$ cat src/rtl/nolap3_pkg.sv
package nolap3_pkg;

  typedef enum logic [2:0] {
    SL_IDLE = 3'd0,
    SL_PH1  = 3'd1,
    SL_GAP1 = 3'd2,
    SL_PH2  = 3'd3,
    SL_GAP2 = 3'd4,
    SL_PH3  = 3'd5,
    SL_GAP3 = 3'd6
  } slot_e;

  // bit positions inside the registered output bundle
  localparam int unsigned OB_PRE_AMP = 0;
  localparam int unsigned OB_PRE_REF = 1;
  localparam int unsigned OB_INT_CMP = 2;
  localparam int unsigned OB_INT_IN  = 3;
  localparam int unsigned OB_REF_SEL = 4;
  localparam int unsigned OB_START   = 5;
  localparam int unsigned OB_DONE    = 6;
  localparam int unsigned OB_COUNT   = 7;

  function automatic int unsigned max3(input int unsigned a, input int unsigned b,
                                       input int unsigned c);
    int unsigned m;
    m = (a > b) ? a : b;
    return (m > c) ? m : c;
  endfunction

endpackage

$ cat src/rtl/nolap3_seq.sv
module nolap3_seq
  import nolap3_pkg::*;
#(
  parameter int unsigned PH1_W = 3,
  parameter int unsigned PH2_W = 5,
  parameter int unsigned PH3_W = 2,
  parameter int unsigned GAP_W = 1,
  parameter int unsigned CW    = 3
) (
  input  logic          clk,
  input  logic          rst,
  input  logic          run,
  output slot_e         slot,
  output logic [CW-1:0] off
);

  localparam logic [CW-1:0] L_PH1 = CW'(PH1_W - 1);
  localparam logic [CW-1:0] L_PH2 = CW'(PH2_W - 1);
  localparam logic [CW-1:0] L_PH3 = CW'(PH3_W - 1);
  localparam logic [CW-1:0] L_GAP = CW'(GAP_W - 1);

  logic [CW-1:0] last_off;
  slot_e         next_slot;

  always_comb begin
    last_off  = L_GAP;
    next_slot = SL_IDLE;
    unique case (slot)
      SL_PH1:  begin last_off = L_PH1; next_slot = SL_GAP1; end
      SL_GAP1: begin last_off = L_GAP; next_slot = SL_PH2;  end
      SL_PH2:  begin last_off = L_PH2; next_slot = SL_GAP2; end
      SL_GAP2: begin last_off = L_GAP; next_slot = SL_PH3;  end
      SL_PH3:  begin last_off = L_PH3; next_slot = SL_GAP3; end
      SL_GAP3: begin last_off = L_GAP; next_slot = run ? SL_PH1 : SL_IDLE; end
      default: begin last_off = '0;    next_slot = run ? SL_PH1 : SL_IDLE; end
    endcase
  end

  always_ff @(posedge clk) begin
    if (rst) begin
      slot <= SL_IDLE;
      off  <= '0;
    end else if (slot == SL_IDLE) begin
      off <= '0;
      if (run) slot <= SL_PH1;
    end else if (off == last_off) begin
      off  <= '0;
      slot <= next_slot;
    end else begin
      off <= off + 1'b1;
    end
  end

endmodule

$ cat src/rtl/nolap3_pair.sv
module nolap3_pair #(
  parameter int unsigned WIDTH = 3,
  parameter int unsigned INSET = 1,
  parameter int unsigned CW    = 3
) (
  input  logic          active,
  input  logic [CW-1:0] off,
  output logic          primary,
  output logic          secondary
);

  localparam logic [CW-1:0] LO = CW'(INSET);
  localparam logic [CW-1:0] HI = CW'(WIDTH - INSET - 1);

  assign primary = active;

  generate
    if (INSET == 0) begin : g_full
      assign secondary = active;
    end else begin : g_inset
      assign secondary = active && (off >= LO) && (off <= HI);
    end
  endgenerate

endmodule

$ cat src/rtl/nolap3_outreg.sv
module nolap3_outreg #(
  parameter int unsigned N = 7
) (
  input  logic         clk,
  input  logic         rst,
  input  logic [N-1:0] d,
  output logic [N-1:0] q
);

  always_ff @(posedge clk) begin
    if (rst) q <= '0;
    else     q <= d;
  end

endmodule

$ cat src/rtl/nolap_clkgen3.sv
module nolap_clkgen3
  import nolap3_pkg::*;
#(
  parameter int unsigned PH1_W = 3,
  parameter int unsigned PH2_W = 5,
  parameter int unsigned PH3_W = 2,
  parameter int unsigned GAP_W = 1,
  parameter int unsigned INSET = 1
) (
  input  logic clk,
  input  logic rst,
  input  logic run,
  output logic pre_amp,
  output logic pre_ref,
  output logic int_cmp,
  output logic int_in,
  output logic ref_sel,
  output logic cyc_start,
  output logic cyc_done
);

  localparam int unsigned MAXW = max3(max3(PH1_W, PH2_W, PH3_W), GAP_W, 1);
  localparam int unsigned CW   = (MAXW < 2) ? 1 : $clog2(MAXW);

  slot_e                slot;
  logic [CW-1:0]        off;
  logic [OB_COUNT-1:0]  bundle_d;
  logic [OB_COUNT-1:0]  bundle_q;
  logic                 p1_pri, p1_sec, p2_pri, p2_sec;

  nolap3_seq #(
    .PH1_W(PH1_W), .PH2_W(PH2_W), .PH3_W(PH3_W), .GAP_W(GAP_W), .CW(CW)
  ) u_seq (
    .clk (clk),
    .rst (rst),
    .run (run),
    .slot(slot),
    .off (off)
  );

  nolap3_pair #(.WIDTH(PH1_W), .INSET(INSET), .CW(CW)) u_pair1 (
    .active   (slot == SL_PH1),
    .off      (off),
    .primary  (p1_pri),
    .secondary(p1_sec)
  );

  nolap3_pair #(.WIDTH(PH2_W), .INSET(INSET), .CW(CW)) u_pair2 (
    .active   (slot == SL_PH2),
    .off      (off),
    .primary  (p2_pri),
    .secondary(p2_sec)
  );

  always_comb begin
    bundle_d             = '0;
    bundle_d[OB_PRE_AMP] = p1_pri;
    bundle_d[OB_PRE_REF] = p1_sec;
    bundle_d[OB_INT_CMP] = p2_pri;
    bundle_d[OB_INT_IN]  = p2_sec;
    bundle_d[OB_REF_SEL] = (slot == SL_PH3);
    bundle_d[OB_START]   = p1_pri && (off == '0);
    bundle_d[OB_DONE]    = (slot == SL_PH3) && (off == CW'(PH3_W - 1));
  end

  nolap3_outreg #(.N(OB_COUNT)) u_oreg (
    .clk(clk),
    .rst(rst),
    .d  (bundle_d),
    .q  (bundle_q)
  );

  assign pre_amp   = bundle_q[OB_PRE_AMP];
  assign pre_ref   = bundle_q[OB_PRE_REF];
  assign int_cmp   = bundle_q[OB_INT_CMP];
  assign int_in    = bundle_q[OB_INT_IN];
  assign ref_sel   = bundle_q[OB_REF_SEL];
  assign cyc_start = bundle_q[OB_START];
  assign cyc_done  = bundle_q[OB_DONE];

endmodule

$ cat config.mk
export PLATFORM = sky130hd
export DESIGN_NAME = nolap_clkgen3
export DESIGN_NICKNAME = d
export VERILOG_FILES = /design/src/rtl/nolap3_pkg.sv /design/src/rtl/nolap3_seq.sv /design/src/rtl/nolap3_pair.sv /design/src/rtl/nolap3_outreg.sv /design/src/rtl/nolap_clkgen3.sv
export SDC_FILE = /design/constraint.sdc
export NUM_CORES = 1
export LEC_CHECK = 0
export ABC_AREA = 1
export BUFFER_PORTS_ARGS = -buffer_cell sky130_fd_sc_hd__buf_2
export CORE_ASPECT_RATIO = 0.8
export CORE_UTILIZATION = 25
export DETAILED_ROUTE_END_ITERATION = 6
export MAX_ROUTING_LAYER = met4
export PLACE_DENSITY = 0.53
export SYNTH_ARGS = -nofsm -noshare
export SYNTH_HDL_FRONTEND = slang
export SYNTH_SLANG_ARGS = --single-unit
$ cat constraint.sdc
create_clock -name clk -period 1.9 [get_ports clk]
set_input_delay 0 -clock clk [delete_from_list [all_inputs] [get_ports clk]]
set_output_delay 0 -clock clk [all_outputs]
set_load 0.05 [all_outputs]
==> insert_results.sql, run 1 <==
INSERT INTO impl_metrics (metric_group, metric, value, unit) VALUES
('job', 'maxCapViolations', '0', ''),
('detailed_routing', 'detailedRoute.firstPassIterationCount', '4', ''),
('sta', 'setup-tns-final', '0', 'ns'),
('sta', 'final.setup_skew', '0.00690', 'ns'),
('critical_path', 'cp_slowest_cell', 'sky130_fd_sc_hd__dfxtp_1', ''),
('power', 'p_int', '570', 'µW'),
('synthesis', 'post_synth_num_cell_types', '18', ''),
('clock_tree', 'cts.reportedPaths.clkPinSlew', '0.08', 'ns'),
('grt', 'grt_pass1_wl', '1980', 'µm'),
('sta', 'portion_of_the_clock_cycle_consumed_by_the_worst_path_in_the_final_layout', '0.735', ''),
('grt', 'antenna_found_initial', '0', ''),
('floorplanning', 'effective_utilization_at_floorplan', '0.265', ''),
('placed_design', 'port_buffers', '9', ''),
('critical_path', 'worstPathCellList', 'inv_2 -> ha_1 -> nand2_1 -> nand2_1 -> o21ai_0 -> nor2_1 -> nand2_1 -> nand2_1 -> nor2_1', ''),
('cells_and_area', 'area.growth.synth_to_final', '19.5', '%'),
('grt', 'number_of_global_route_vias_before_repair', '459', ''),
('placed_design', 'place.gp.congestion', '0.836', ''),
('floorplanning', 'std_cell_rows', '16', ''),
('detailed_routing', 'first_iter_violations', '13', ''),
('synthesis', 'ys_ff_latch', '13', ''),
('sta', 'whs', '0.117', 'ns'),
('floorplanning', 'die-width', '58.9', 'µm'),
('sta', 'maxSlewHeadroom', '0.827', ''),
('detailed_routing', 'remaining_drc_errors', '0', ''),
('synthesis', 'synthesis.yosys.warnings', '0', ''),
('detailed_routing', 'drtAntennaViolNets', '0', ''),
('sta', 'hold_viol', '0', ''),
('sta', 'post-route-min-period', '1.40', 'ns'),
('clock_tree', 'cts.sinks', '13', ''),
('sta', 'finalMaxSlewViolations', '0', ''),
('sta', 'tightest_slew', '0.259', 'ns'),
('worst_hold_path', 'min_delay_path_depth', '5', ''),
('sta', 'highest_clock_frequency_the_design_can_meet', '716', 'MHz'),
('critical_path', 'crit_fanout', '7', ''),
('critical_path', 'path_buf_inv', '1', ''),
('grt', 'gr_usage_total', '0.106', ''),
('floorplanning', 'fp.dieH', '47.5', 'µm'),
('grt', 'gr-total-overflow', '0', ''),
('synthesis', 'synth_nets', '93', ''),
('critical_path', 'critical-path-max-stage-delay', '0.46', 'ns'),
('sta', 'grt_setup_unrepaired', 'false', ''),
('clock_tree', 'cts_post_setup_buffers_inserted', '0', ''),
('placed_design', 'place_hpwl', '949', 'µm'),
('cells_and_area', 'final_cell_mix', 'sky130_fd_sc_hd__nand2_1 (18), sky130_fd_sc_hd__nor2_1 (13), sky130_fd_sc_hd__dfxtp_1 (13), sky130_fd_sc_hd__inv_1 (10), sky130_fd_sc_hd__buf_2 (9)', ''),
('power', 'power.share.sequential', '0.355', ''),
('floorplanning', 'die-area', '2800', 'µm²'),
('clock_tree', 'cts_made_buffers', '3', ''),
('clock_tree', 'clock-root-buffer', 'sky130_fd_sc_hd__clkbuf_4', ''),
('synthesis', 'syn_inst', '85', ''),
('power', 'post-layout-total-power', '1.06', 'mW'),
('critical_path', 'crit_required', '2.08', 'ns'),
('clock_tree', 'ctsLongestPathBuffers', '2', ''),
('worst_hold_path', 'worstHoldPathType', 'in -> reg', ''),
('critical_path', 'setup.worst_path.end_class', 'flop', ''),
('power', 'swShare', '0.464', ''),
('critical_path', 'start_kind', 'flop', ''),
('power', 'pwr_density_cell', '1380', 'nW/µm²'),
('run_status', 'result_of_the_run', 'finished, final reports clean', ''),
('detailed_routing', 'vias_per_cell', '4.27', ''),
('cells_and_area', 'fin_util', '0.317', ''),
('sta', 'setup_viol', '0', ''),
('critical_path', 'ff2ff_path_depth', '9', ''),
('cells_and_area', 'filler_cell_count', '292', ''),
('power', 'pwr-share-clk', '0.161', ''),
('critical_path', 'crit_family', 'flip-flops', ''),
('power', 'power.switching', '494', 'µW'),
('clock_tree', 'clk_latency', '0.28', 'ns'),
('detailed_routing', 'wl_per_cell', '9.07', 'µm'),
('clock_tree', 'clock_tree_from_tritoncts', 'built', ''),
('synthesis', 'post_synth_instance_area', '647', 'µm²'),
('grt', 'pin_count_of_the_biggest_net_entering_global_routing', '8', '');
power groups by stage:
stage | registers (mW) | clock network, mW | logic, mW
detailed placement | 0.383 | 0 | 0.513
CTS | 0.377 | 0.180 | 0.517
finish | 0.378 | 0.171 | 0.515
floorplan | 0.429 | 0 | 0.371
global placement | 0.380 | 0 | 0.513
global route | 0.384 | 0.192 | 0.586
layout make-up:
type / instances / area (µm²) / share of cell area
Multi-Input combinational cell: 59 / 338 / 0.437
Sequential cell: 13 / 260 / 0.337
Timing Repair Buffer: 10 / 55.1 / 0.0712
Inverter: 13 / 48.8 / 0.0631
Tap cell: 36 / 45.0 / 0.0583
Clock buffer: 4 / 26.3 / 0.0340
path summary, 6_finish.rpt:
check	start	to	slack (ns)
worst min-delay path	run	u_seq.slot[1]$_SDFFE_PP0P_	0.12
worst min register to register	u_seq.off[0]$_SDFF_PP0_	u_seq.off[0]$_SDFF_PP0_	0.52
worst max-delay path	u_seq.slot[1]$_SDFFE_PP0P_	u_seq.slot[0]$_SDFFE_PP0P_	0.50
worst max register to register	u_seq.slot[1]$_SDFFE_PP0P_	u_seq.slot[0]$_SDFFE_PP0P_	0.50
synth_stat cells, drive strengths merged:
| master | n | area share |
|---|---|---|
| o211a | 1 | 0.015 |
| nand2 | 21 | 0.14 |
| a21oi | 2 | 0.021 |
| nand3 | 8 | 0.070 |
| nor3 | 1 | 0.0077 |
| nor2 | 14 | 0.085 |
| inv | 13 | 0.075 |
| nand4 | 4 | 0.062 |
| dfxtp | 13 | 0.40 |
| o21ai | 3 | 0.023 |
| ha | 5 | 0.097 |
timing repair:
action                                  in CTS  in global routing
endpoints found under the setup margin       0                  0
hold buffers                                 1                  0
hold endpoints to repair                     4                  0
worst reg2reg max path, cell delays in order, from the launching register on:
cell,delay [ns]
sky130_fd_sc_hd__dfxtp_1,0.46
sky130_fd_sc_hd__inv_2,0.10
sky130_fd_sc_hd__ha_1,0.29
sky130_fd_sc_hd__nand2_1,0.09
sky130_fd_sc_hd__nand2_1,0.06
sky130_fd_sc_hd__o21ai_0,0.07
sky130_fd_sc_hd__nor2_1,0.09
sky130_fd_sc_hd__nand2_1,0.06
sky130_fd_sc_hd__nand2_1,0.05
sky130_fd_sc_hd__nor2_1,0.04
metrics by stage:
step | instance area [µm²] | setup WS [ns] | std cells
after floorplan | 647 | 0.630 | 85
after global placement | 737 | 0.545 | 130
after detailed placement | 737 | 0.528 | 130
after CTS | 773 | 0.513 | 135
final | 773 | 0.503 | 135
after global routing | 773 | 0.304 | 135
kinds of logic (layout without fill, tap and decap cells):
logic type / Yosys count / after routing / synth area share
AO/OA/AOI/OAI: 6 / 6 / 0.0600
adder cells (fa/ha/maj): 5 / 5 / 0.0967
buffers and inverters: 13 / 27 / 0.0754
flip-flops: 13 / 13 / 0.402
AND/OR/NAND/NOR: 48 / 48 / 0.366
routing by layer:
| metal | vias up | GRT usage | part of all wire |
|---|---|---|---|
| met5 | - | - | 0 |
| met4 | 0 | 0.0714 | 0.024 |
| met3 | 5 | 0.0324 | 0.042 |
| met2 | 16 | 0.152 | 0.42 |
| met1 | 253 | 0.130 | 0.51 |
| li1 | 302 | - | - |
flip-flops by register name, summed over array words and instances, names as in the netlist:
signal / count
u_seq.slot: 3
u_seq.off: 3
u_oreg.q: 7
No activity file was read; power rests on OpenSTA's default activity.
==> inputs of run 2 (changes only) <==
--- a/config.mk
+++ b/config.mk
@@ -5,13 +5,13 @@
 export SDC_FILE = /design/constraint.sdc
 export NUM_CORES = 1
 export LEC_CHECK = 0
-export ABC_AREA = 1
+export ABC_AREA = 0
 export BUFFER_PORTS_ARGS = -buffer_cell sky130_fd_sc_hd__buf_2
 export CORE_ASPECT_RATIO = 0.8
 export CORE_UTILIZATION = 25
 export DETAILED_ROUTE_END_ITERATION = 6
 export MAX_ROUTING_LAYER = met4
-export PLACE_DENSITY = 0.53
+export PLACE_DENSITY = 0.52
 export SYNTH_ARGS = -nofsm -noshare
 export SYNTH_HDL_FRONTEND = slang
 export SYNTH_SLANG_ARGS = --single-unit
==> constraint.sdc (replaced) <==
create_clock -name clk -period 1.4 [get_ports clk]
set_input_delay 0 -clock clk [delete_from_list [all_inputs] [get_ports clk]]
set_output_delay 0 -clock clk [all_outputs]
set_load 0.05 [all_outputs]
==> run 2 against run 1 <==
Fmax fell by 0.89%; clock-buffer cell count unchanged; cell count down 5.9%; wire length rose by 20%; worst hold slack gained 0.026 ns; critical path depth down 4; critical endpoint is now u_seq.slot[2]$_SDFFE_PP0P_; critical path type unchanged; sequential cell count did not move; the run now ends with setup timing left; area after synthesis increased by 3.5%; largest cell class unchanged; global-route usage is 0.30 points higher; clock power increased by 31%; sequential share of layout area shrank 4.5 points.
==> insert_results.sql, run 2 <==
INSERT INTO impl_metrics (metric_group, metric, value, unit) VALUES
('floorplanning', 'fp.dieH', '48.3', 'µm'),
('grt', 'global_route.usage.met3', '0.0557', ''),
('synthesis', 'ys_ff_latch', '13', ''),
('clock_tree', 'cts.sinks', '13', ''),
('synthesis', 'synth_enable_flop_cells', '0', ''),
('sta', 'setup_viol', '1', ''),
('clock_tree', 'clk_latency', '0.27', 'ns'),
('synthesis', 'synthFlopType', 'sky130_fd_sc_hd__dfxtp_1', ''),
('synthesis', 'share_of_flip_flops_with_an_asynchronous_set_or_reset_after_synthesis', '0', ''),
('clock_tree', 'clock_tree_from_tritoncts', 'built', ''),
('synthesis', 'mean_syn_cell_area', '9.84', 'µm²'),
('synthesis', 'synth_nets', '76', ''),
('detailed_routing', 'detailroute.via_count', '584', ''),
('grt', 'antenna_found_initial', '0', ''),
('sta', 'hold_viol', '0', ''),
('cells_and_area', 'drive_above_1_share', '0.407', ''),
('detailed_routing', 'wl_per_cell', '11.6', 'µm'),
('cells_and_area', 'antennaDiodeCount', '0', ''),
('sta', 'finalMaxSlewViolations', '0', ''),
('sta', 'final.setup_skew', '0.00753', 'ns'),
('cells_and_area', 'largest_registers', 'u_oreg.q (7), u_seq.off (3), u_seq.slot (3)', ''),
('worst_hold_path', 'worstHoldPathType', 'in -> reg', ''),
('sta', 'tightest_slew', '0.466', 'ns'),
('cells_and_area', 'area.growth.synth_to_final', '36.6', '%'),
('synthesis', 'yosysTopAreaCellShare', '0.389', ''),
('clock_tree', 'cts.reportedPaths.clkPinSlew', '0.08', 'ns'),
('critical_path', 'start_kind', 'flop', ''),
('critical_path', 'crit_required', '1.55', 'ns'),
('power', 'pwr_density_cell', '1240', 'nW/µm²'),
('cells_and_area', 'filler_cell_count', '272', ''),
('detailed_routing', 'remaining_drc_errors', '0', ''),
('clock_tree', 'cts_made_buffers', '3', ''),
('cells_and_area', 'max_flop_register', 'u_oreg.q', ''),
('synthesis', 'synth_top_cells_by_area', 'sky130_fd_sc_hd__dfxtp_1 (39%), sky130_fd_sc_hd__ha_1 (9.3%), sky130_fd_sc_hd__nor3_1 (6.0%), sky130_fd_sc_hd__inv_1 (4.5%), sky130_fd_sc_hd__buf_6 (3.4%)', ''),
('sta', 'grt_setup_unrepaired', 'true', ''),
('sta', 'post-route-min-period', '1.41', 'ns'),
('cells_and_area', 'finalNetCount', '100', ''),
('run_status', 'result_of_the_run', 'complete, but fails checks', ''),
('cells_and_area', 'multiInputGateArea', '403', 'µm²'),
('detailed_routing', 'detailedRoute.firstPassIterationCount', '4', ''),
('floorplanning', 'effective_utilization_at_floorplan', '0.270', ''),
('critical_path', 'setup.worst_path.end_class', 'flop', ''),
('power', 'p_leak', '0.375', 'nW'),
('critical_path', 'timing_worst_setup_path_type', 'reg -> reg', ''),
('sta', 'maxSlewHeadroom', '0.682', ''),
('floorplanning', 'std_cell_rows', '16', ''),
('detailed_routing', 'postRouteWirelength', '1470', 'µm'),
('synthesis', 'ys_top_cells_by_count', 'sky130_fd_sc_hd__dfxtp_1 (13), sky130_fd_sc_hd__inv_1 (8), sky130_fd_sc_hd__nor3_1 (8)', ''),
('sta', 'whs', '0.143', 'ns'),
('placed_design', 'placement.setup.worst_slack', '-0.0678', 'ns'),
('synthesis', 'synth.most_common_cell', 'sky130_fd_sc_hd__dfxtp_1', ''),
('grt', 'number_of_global_route_vias_before_repair', '475', ''),
('placed_design', 'port_buffers', '9', ''),
('cells_and_area', 'sequential_cell_area', '267', 'µm²'),
('grt', 'gr-max-usage-layer', 'met2', ''),
('synthesis', 'syn_inst', '68', ''),
('synthesis', 'post_synth_instance_area', '669', 'µm²'),
('synthesis', 'synth-seq-area-share', '0.389', ''),
('grt', 'gr-usage-met1', '0.144', ''),
('synthesis', 'synthesis.yosys.warnings', '0', ''),
('sta', 'highest_clock_frequency_the_design_can_meet', '710', 'MHz'),
('grt', 'gr-total-overflow', '0', ''),
('floorplanning', 'die-width', '59.9', 'µm'),
('detailed_routing', 'drtAntennaViolNets', '0', ''),
('run_status', 'failing_checks', 'setup timing', ''),
('floorplanning', 'die-area', '2890', 'µm²'),
('synthesis', 'post_synth_num_cell_types', '29', ''),
('critical_path', 'crit_fanout', '6', ''),
('clock_tree', 'clock-root-buffer', 'sky130_fd_sc_hd__clkbuf_4', ''),
('placed_design', 'place.gp.congestion', '0.799', ''),
('grt', 'grtUsageMet2', '0.151', ''),
('clock_tree', 'ctsLongestPathBuffers', '2', ''),
('detailed_routing', 'first_iter_violations', '9', ''),
('critical_path', 'setup.reg_to_reg.worst_slack', '-0.009', 'ns'),
('floorplanning', 'core_region_area', '2480', 'µm²'),
('synthesis', 'post-synth-top-area-cell', 'sky130_fd_sc_hd__dfxtp_1', ''),
('sta', 'setup_ws', '-0.00908', 'ns'),
('grt', 'pin_count_of_the_biggest_net_entering_global_routing', '8', ''),
('cells_and_area', 'final_cell_mix', 'sky130_fd_sc_hd__buf_4 (10), sky130_fd_sc_hd__dfxtp_1 (10), sky130_fd_sc_hd__buf_2 (9), sky130_fd_sc_hd__nor3_1 (8), sky130_fd_sc_hd__inv_1 (7)', ''),
('cells_and_area', 'largest_register_ffs', '7', ''),
('grt', 'grt_pass1_wl', '2130', 'µm'),
('sta', 'portion_of_the_clock_cycle_consumed_by_the_worst_path_in_the_final_layout', '1.01', ''),
('critical_path', 'cp_data_arrival_time', '1.56', 'ns'),
('clock_tree', 'h_tree_depth', '1', ''),
('detailed_routing', 'vias_per_cell', '4.60', ''),
('placed_design', 'place_hpwl', '1120', 'µm'),
('grt', 'gr_usage_total', '0.109', ''),
('power', 'max-vdd-ir-drop', '0.338', 'mV'),
('job', 'maxCapViolations', '0', ''),
('floorplanning', 'io_pins', '10', '');
-- run 2: changes by cell type after synthesis, moves of 3 or more --
cell and delta:
sky130_fd_sc_hd__nand2_1 -16, sky130_fd_sc_hd__nor2_1 -10, sky130_fd_sc_hd__nand3_1 -7, sky130_fd_sc_hd__nor3_1 +7, sky130_fd_sc_hd__inv_2 -3, sky130_fd_sc_hd__nand4_1 -3, sky130_fd_sc_hd__o21ai_0 -3
-- run 2: routing by layer --
layer | share of wire | vias to the layer above
li1 | - | 298
met1 | 0.51 | 270
met2 | 0.43 | 16
met3 | 0.058 | 0
met4 | 0 | 0
met5 | 0 | -
-- run 2: cells by family (layout without fill, tap and decap cells) --
kind of cell	Yosys count	in the layout	share of synthesized area
adders and majority gates	5	5	0.0935
buffers and inverters	10	33	0.0785
DFF	13	13	0.389
and+or+nand+nor	25	25	0.232
AOI/OAI and AO/OA	15	15	0.207
-- run 2: stage by stage --
| step | power [mW] | std cells | util | instance area, µm² | TNS (ns) |
|---|---|---|---|---|---|
| CTS | 1.11 | 126 | 0.357 | 887 | -0.0177 |
| floorplan | 0.756 | 68 | - | 699 | 0 |
| global placement | 0.878 | 121 | 0.339 | 842 | -0.143 |
| finish | 1.13 | 127 | 0.368 | 915 | -0.00908 |
| global route | 1.19 | 127 | 0.368 | 915 | -0.0629 |
| detailed placement | 0.873 | 121 | 0.339 | 842 | -0.132 |
-- run 2: worst paths after layout --
path	from	end	depth (start not counted)
setup / recovery	u_seq.slot[1]$_SDFFE_PP0P_	u_seq.slot[2]$_SDFFE_PP0P_	5
hold reg to reg	u_seq.off[2]$_SDFF_PP0_	u_oreg.q[3]$_SDFF_PP0_	3
hold / removal	run	u_seq.slot[0]$_SDFFE_PP0P_	4
setup reg to reg	u_seq.slot[1]$_SDFFE_PP0P_	u_seq.slot[2]$_SDFFE_PP0P_	5
-- run 2: report_power, final --
part	total, mW	switching [mW]	internal [mW]
clock network	0.224	0.114	0.110
logic	0.466	0.246	0.221
registers	0.445	0.0402	0.405
total	1.13	0.400	0.735
-- run 2: worst max-delay path, cell delays in order (launching register included) --
cell and delay (ns):
sky130_fd_sc_hd__dfxtp_4 0.37, sky130_fd_sc_hd__buf_6 0.12, sky130_fd_sc_hd__or2_4 0.25, sky130_fd_sc_hd__o32a_4 0.26, sky130_fd_sc_hd__a211oi_2 0.22, sky130_fd_sc_hd__a311oi_1 0.06
-- run 2: repair_timing --
item                                    in CTS  in global routing
hold buffers                                 1                  0
endpoints found under the setup margin       6                  6
setup buffers                                0                  1
hold endpoints to repair                     1                  0
pin swaps                                    0                  6
gates resized for setup                      5                  5
-- run 2: layout make-up --
type | count | share of cell area
tap | 36 | 0.0492
multi-input combinational | 45 | 0.440
clock buffer | 4 | 0.0287
sequential | 13 | 0.291
inverter | 8 | 0.0356
timing repair buffer | 21 | 0.155
==> inputs of run 3 (changes only) <==
==> constraint.sdc (replaced) <==
create_clock -name clk -period 1.6 [get_ports clk]
set_input_delay 0 -clock clk [delete_from_list [all_inputs] [get_ports clk]]
set_output_delay 0 -clock clk [all_outputs]
set_load 0.05 [all_outputs]
==> run 3 against run 2 <==
The flow now finishes without violations; critical path depth grew 1; combinational power down 26%; cell count fell by 5.5%; sequential power shrank 15%.
==> insert_results.sql, run 3 (same netlist as run 2, synthesis figures left out) <==
INSERT INTO impl_metrics (metric_group, metric, value, unit) VALUES
('run_status', 'result_of_the_run', 'finished, final reports clean', ''),
('cells_and_area', 'largest_register_ffs', '7', ''),
('cells_and_area', 'largest_registers', 'u_oreg.q (7), u_seq.off (3), u_seq.slot (3)', ''),
('cells_and_area', 'finalNetCount', '93', ''),
('sta', 'hold_viol', '0', ''),
('cells_and_area', 'fin_util', '0.336', ''),
('cells_and_area', 'area.growth.synth_to_final', '24.5', '%'),
('sta', 'highest_clock_frequency_the_design_can_meet', '672', 'MHz'),
('grt', 'number_of_global_route_vias_before_repair', '428', ''),
('critical_path', 'setup.worst_path.end_class', 'flop', ''),
('detailed_routing', 'detailedRoute.firstPassIterationCount', '4', ''),
('critical_path', 'critical_path.reg2reg.endpoint', 'u_seq.slot[2]$_SDFFE_PP0P_', ''),
('cells_and_area', 'drive_above_1_share', '0.274', ''),
('grt', 'grt_pass1_wl', '1970', 'µm'),
('clock_tree', 'ctsLongestPathBuffers', '2', ''),
('clock_tree', 'clock-root-buffer', 'sky130_fd_sc_hd__clkbuf_4', ''),
('cells_and_area', 'layout.cells.most_common', 'sky130_fd_sc_hd__dfxtp_1', ''),
('clock_tree', 'clock_tree_from_tritoncts', 'built', ''),
('critical_path', 'crit_fanout', '7', ''),
('power', 'pwr_density_cell', '1110', 'nW/µm²'),
('critical_path', 'setup.reg_to_reg.worst_slack', '0.11', 'ns'),
('detailed_routing', 'drtAntennaViolNets', '0', ''),
('sta', 'final.setup_skew', '0.00133', 'ns'),
('floorplanning', 'std_cell_rows', '16', ''),
('floorplanning', 'core_region_area', '2480', 'µm²'),
('cells_and_area', 'antennaDiodeCount', '0', ''),
('detailed_routing', 'remaining_drc_errors', '0', ''),
('worst_hold_path', 'min_delay_path_depth', '4', ''),
('critical_path', 'timing_worst_setup_path_type', 'reg -> reg', ''),
('grt', 'gr-total-overflow', '0', ''),
('placed_design', 'place_hpwl', '975', 'µm'),
('worst_hold_path', 'holdCritStartpoint', 'run', ''),
('sta', 'maxSlewHeadroom', '0.704', ''),
('detailed_routing', 'postRouteWirelength', '1300', 'µm'),
('detailed_routing', 'detailroute.via_count', '540', ''),
('grt', 'gr_usage_total', '0.0981', ''),
('critical_path', 'cp_data_arrival_time', '1.68', 'ns'),
('critical_path', 'ff2ff_path_depth', '6', ''),
('power', 'p_leak', '0.333', 'nW'),
('sta', 'portion_of_the_clock_cycle_consumed_by_the_worst_path_in_the_final_layout', '0.930', ''),
('critical_path', 'start_kind', 'flop', ''),
('worst_hold_path', 'hold-path-endpoint', 'u_seq.slot[0]$_SDFFE_PP0P_', ''),
('sta', 'setup-tns-final', '0', 'ns'),
('critical_path', 'worst_r2r_startpoint', 'u_seq.slot[2]$_SDFFE_PP0P_', ''),
('floorplanning', 'die-width', '59.9', 'µm'),
('cells_and_area', 'final_cell_mix', 'sky130_fd_sc_hd__dfxtp_1 (13), sky130_fd_sc_hd__buf_2 (9), sky130_fd_sc_hd__inv_1 (8), sky130_fd_sc_hd__nor3_1 (8)', ''),
('floorplanning', 'effective_utilization_at_floorplan', '0.270', ''),
('clock_tree', 'clk_latency', '0.27', 'ns'),
('cells_and_area', 'filler_cell_count', '255', ''),
('sta', 'tightest_slew', '0.433', 'ns'),
('placed_design', 'place.gp.congestion', '0.712', ''),
('grt', 'antenna_found_initial', '0', ''),
('placed_design', 'port_buffers', '9', ''),
('detailed_routing', 'vias_per_cell', '4.50', ''),
('worst_hold_path', 'worstHoldPathType', 'in -> reg', ''),
('critical_path', 'crit_required', '1.79', 'ns'),
('detailed_routing', 'first_iter_violations', '16', ''),
('detailed_routing', 'wl_per_cell', '10.9', 'µm'),
('clock_tree', 'cts_made_buffers', '3', ''),
('clock_tree', 'cts.sinks', '13', ''),
('clock_tree', 'cts.reportedPaths.clkPinSlew', '0.08', 'ns'),
('floorplanning', 'die-area', '2890', 'µm²'),
('floorplanning', 'fp.dieH', '48.3', 'µm'),
('sta', 'finalMaxSlewViolations', '0', ''),
('cells_and_area', 'max_flop_register', 'u_oreg.q', ''),
('job', 'maxCapViolations', '0', ''),
('clock_tree', 'h_tree_depth', '1', ''),
('sta', 'grt_setup_unrepaired', 'false', ''),
('floorplanning', 'io_pins', '10', ''),
('power', 'max-vdd-ir-drop', '0.227', 'mV'),
('grt', 'pin_count_of_the_biggest_net_entering_global_routing', '10', ''),
('sta', 'setup_viol', '0', ''),
('sta', 'post-route-min-period', '1.49', 'ns');
## run 3: changes by cell type in the layout (fill, tap and decap cells not counted), sizes merged
cell,previous run,this run
buf,20,13
## run 3: how the worst max path moves through the flow
| stage | startpoint | to | slack, ns | depth (start not counted) |
|---|---|---|---|---|
| floorplan | u_seq.slot[1]$_SDFFE_PP0P_ | u_seq.slot[2]$_SDFFE_PP0P_ | 0.02 | 6 |
| global route | u_seq.slot[1]$_SDFFE_PP0P_ | u_seq.slot[1]$_SDFFE_PP0P_ | 0.03 | 5 |
| CTS | u_seq.slot[1]$_SDFFE_PP0P_ | u_seq.slot[2]$_SDFFE_PP0P_ | 0.06 | 5 |
| detailed placement | u_seq.slot[1]$_SDFFE_PP0P_ | u_seq.slot[2]$_SDFFE_PP0P_ | 0.1 | 5 |
| global placement | u_seq.slot[2]$_SDFFE_PP0P_ | u_seq.slot[2]$_SDFFE_PP0P_ | 0.12 | 4 |
| finish | u_seq.slot[2]$_SDFFE_PP0P_ | u_seq.slot[2]$_SDFFE_PP0P_ | 0.11 | 6 |
## run 3: timing repair
| item | in CTS | in global routing |
|---|---|---|
| hold buffers | 1 | 0 |
| hold endpoints to repair | 1 | 0 |
| resized for setup | 0 | 2 |
| buffers inserted | 0 | 0 |
| setup endpoints to repair | 0 | 2 |
## run 3: power breakdown
group	internal [mW]	switching (mW)	total, mW
registers	0.351	0.0276	0.378
logic	0.143	0.200	0.344
clock network	0.0965	0.105	0.202
## run 3: per-layer routing
layer  share of wire  vias up  global-route usage
met2            0.43       10               0.131
li1                -      284                   -
met3           0.029        0              0.0239
met1            0.54      246               0.138
met5               0        -                   -
met4               0        0              0.0419
## run 3: critical path: stages, from the launching register on
cell and delay [ns]:
sky130_fd_sc_hd__dfxtp_1 0.47, sky130_fd_sc_hd__ha_4 0.26, sky130_fd_sc_hd__buf_4 0.15, sky130_fd_sc_hd__inv_1 0.08, sky130_fd_sc_hd__and3_2 0.19, sky130_fd_sc_hd__a211oi_2 0.03
sky130_fd_sc_hd__a311oi_1 0.23
## run 3: per-stage QoR
stage	cell area [µm²]	hold slack (ns)	power [mW]	std cells	setup slack, ns
after global placement	772	0.236	0.691	115	0.120
after CTS	808	0.151	0.893	120	0.0626
after detailed placement	772	0.243	0.687	115	0.0976
after global routing	833	0.215	0.979	120	0.0295
after floorplan	674	0.0721	0.629	68	0.0191
final	833	0.153	0.924	120	0.112
## run 3: cell type report
cell class / count / area (µm²) / share of cell area
multi-input combinational: 45 / 387 / 0.464
sequential: 13 / 260 / 0.312
timing repair buffer: 14 / 85.1 / 0.102
tap: 36 / 45.0 / 0.0541
inverter: 8 / 30.0 / 0.0360
clock buffer: 4 / 26.3 / 0.0315
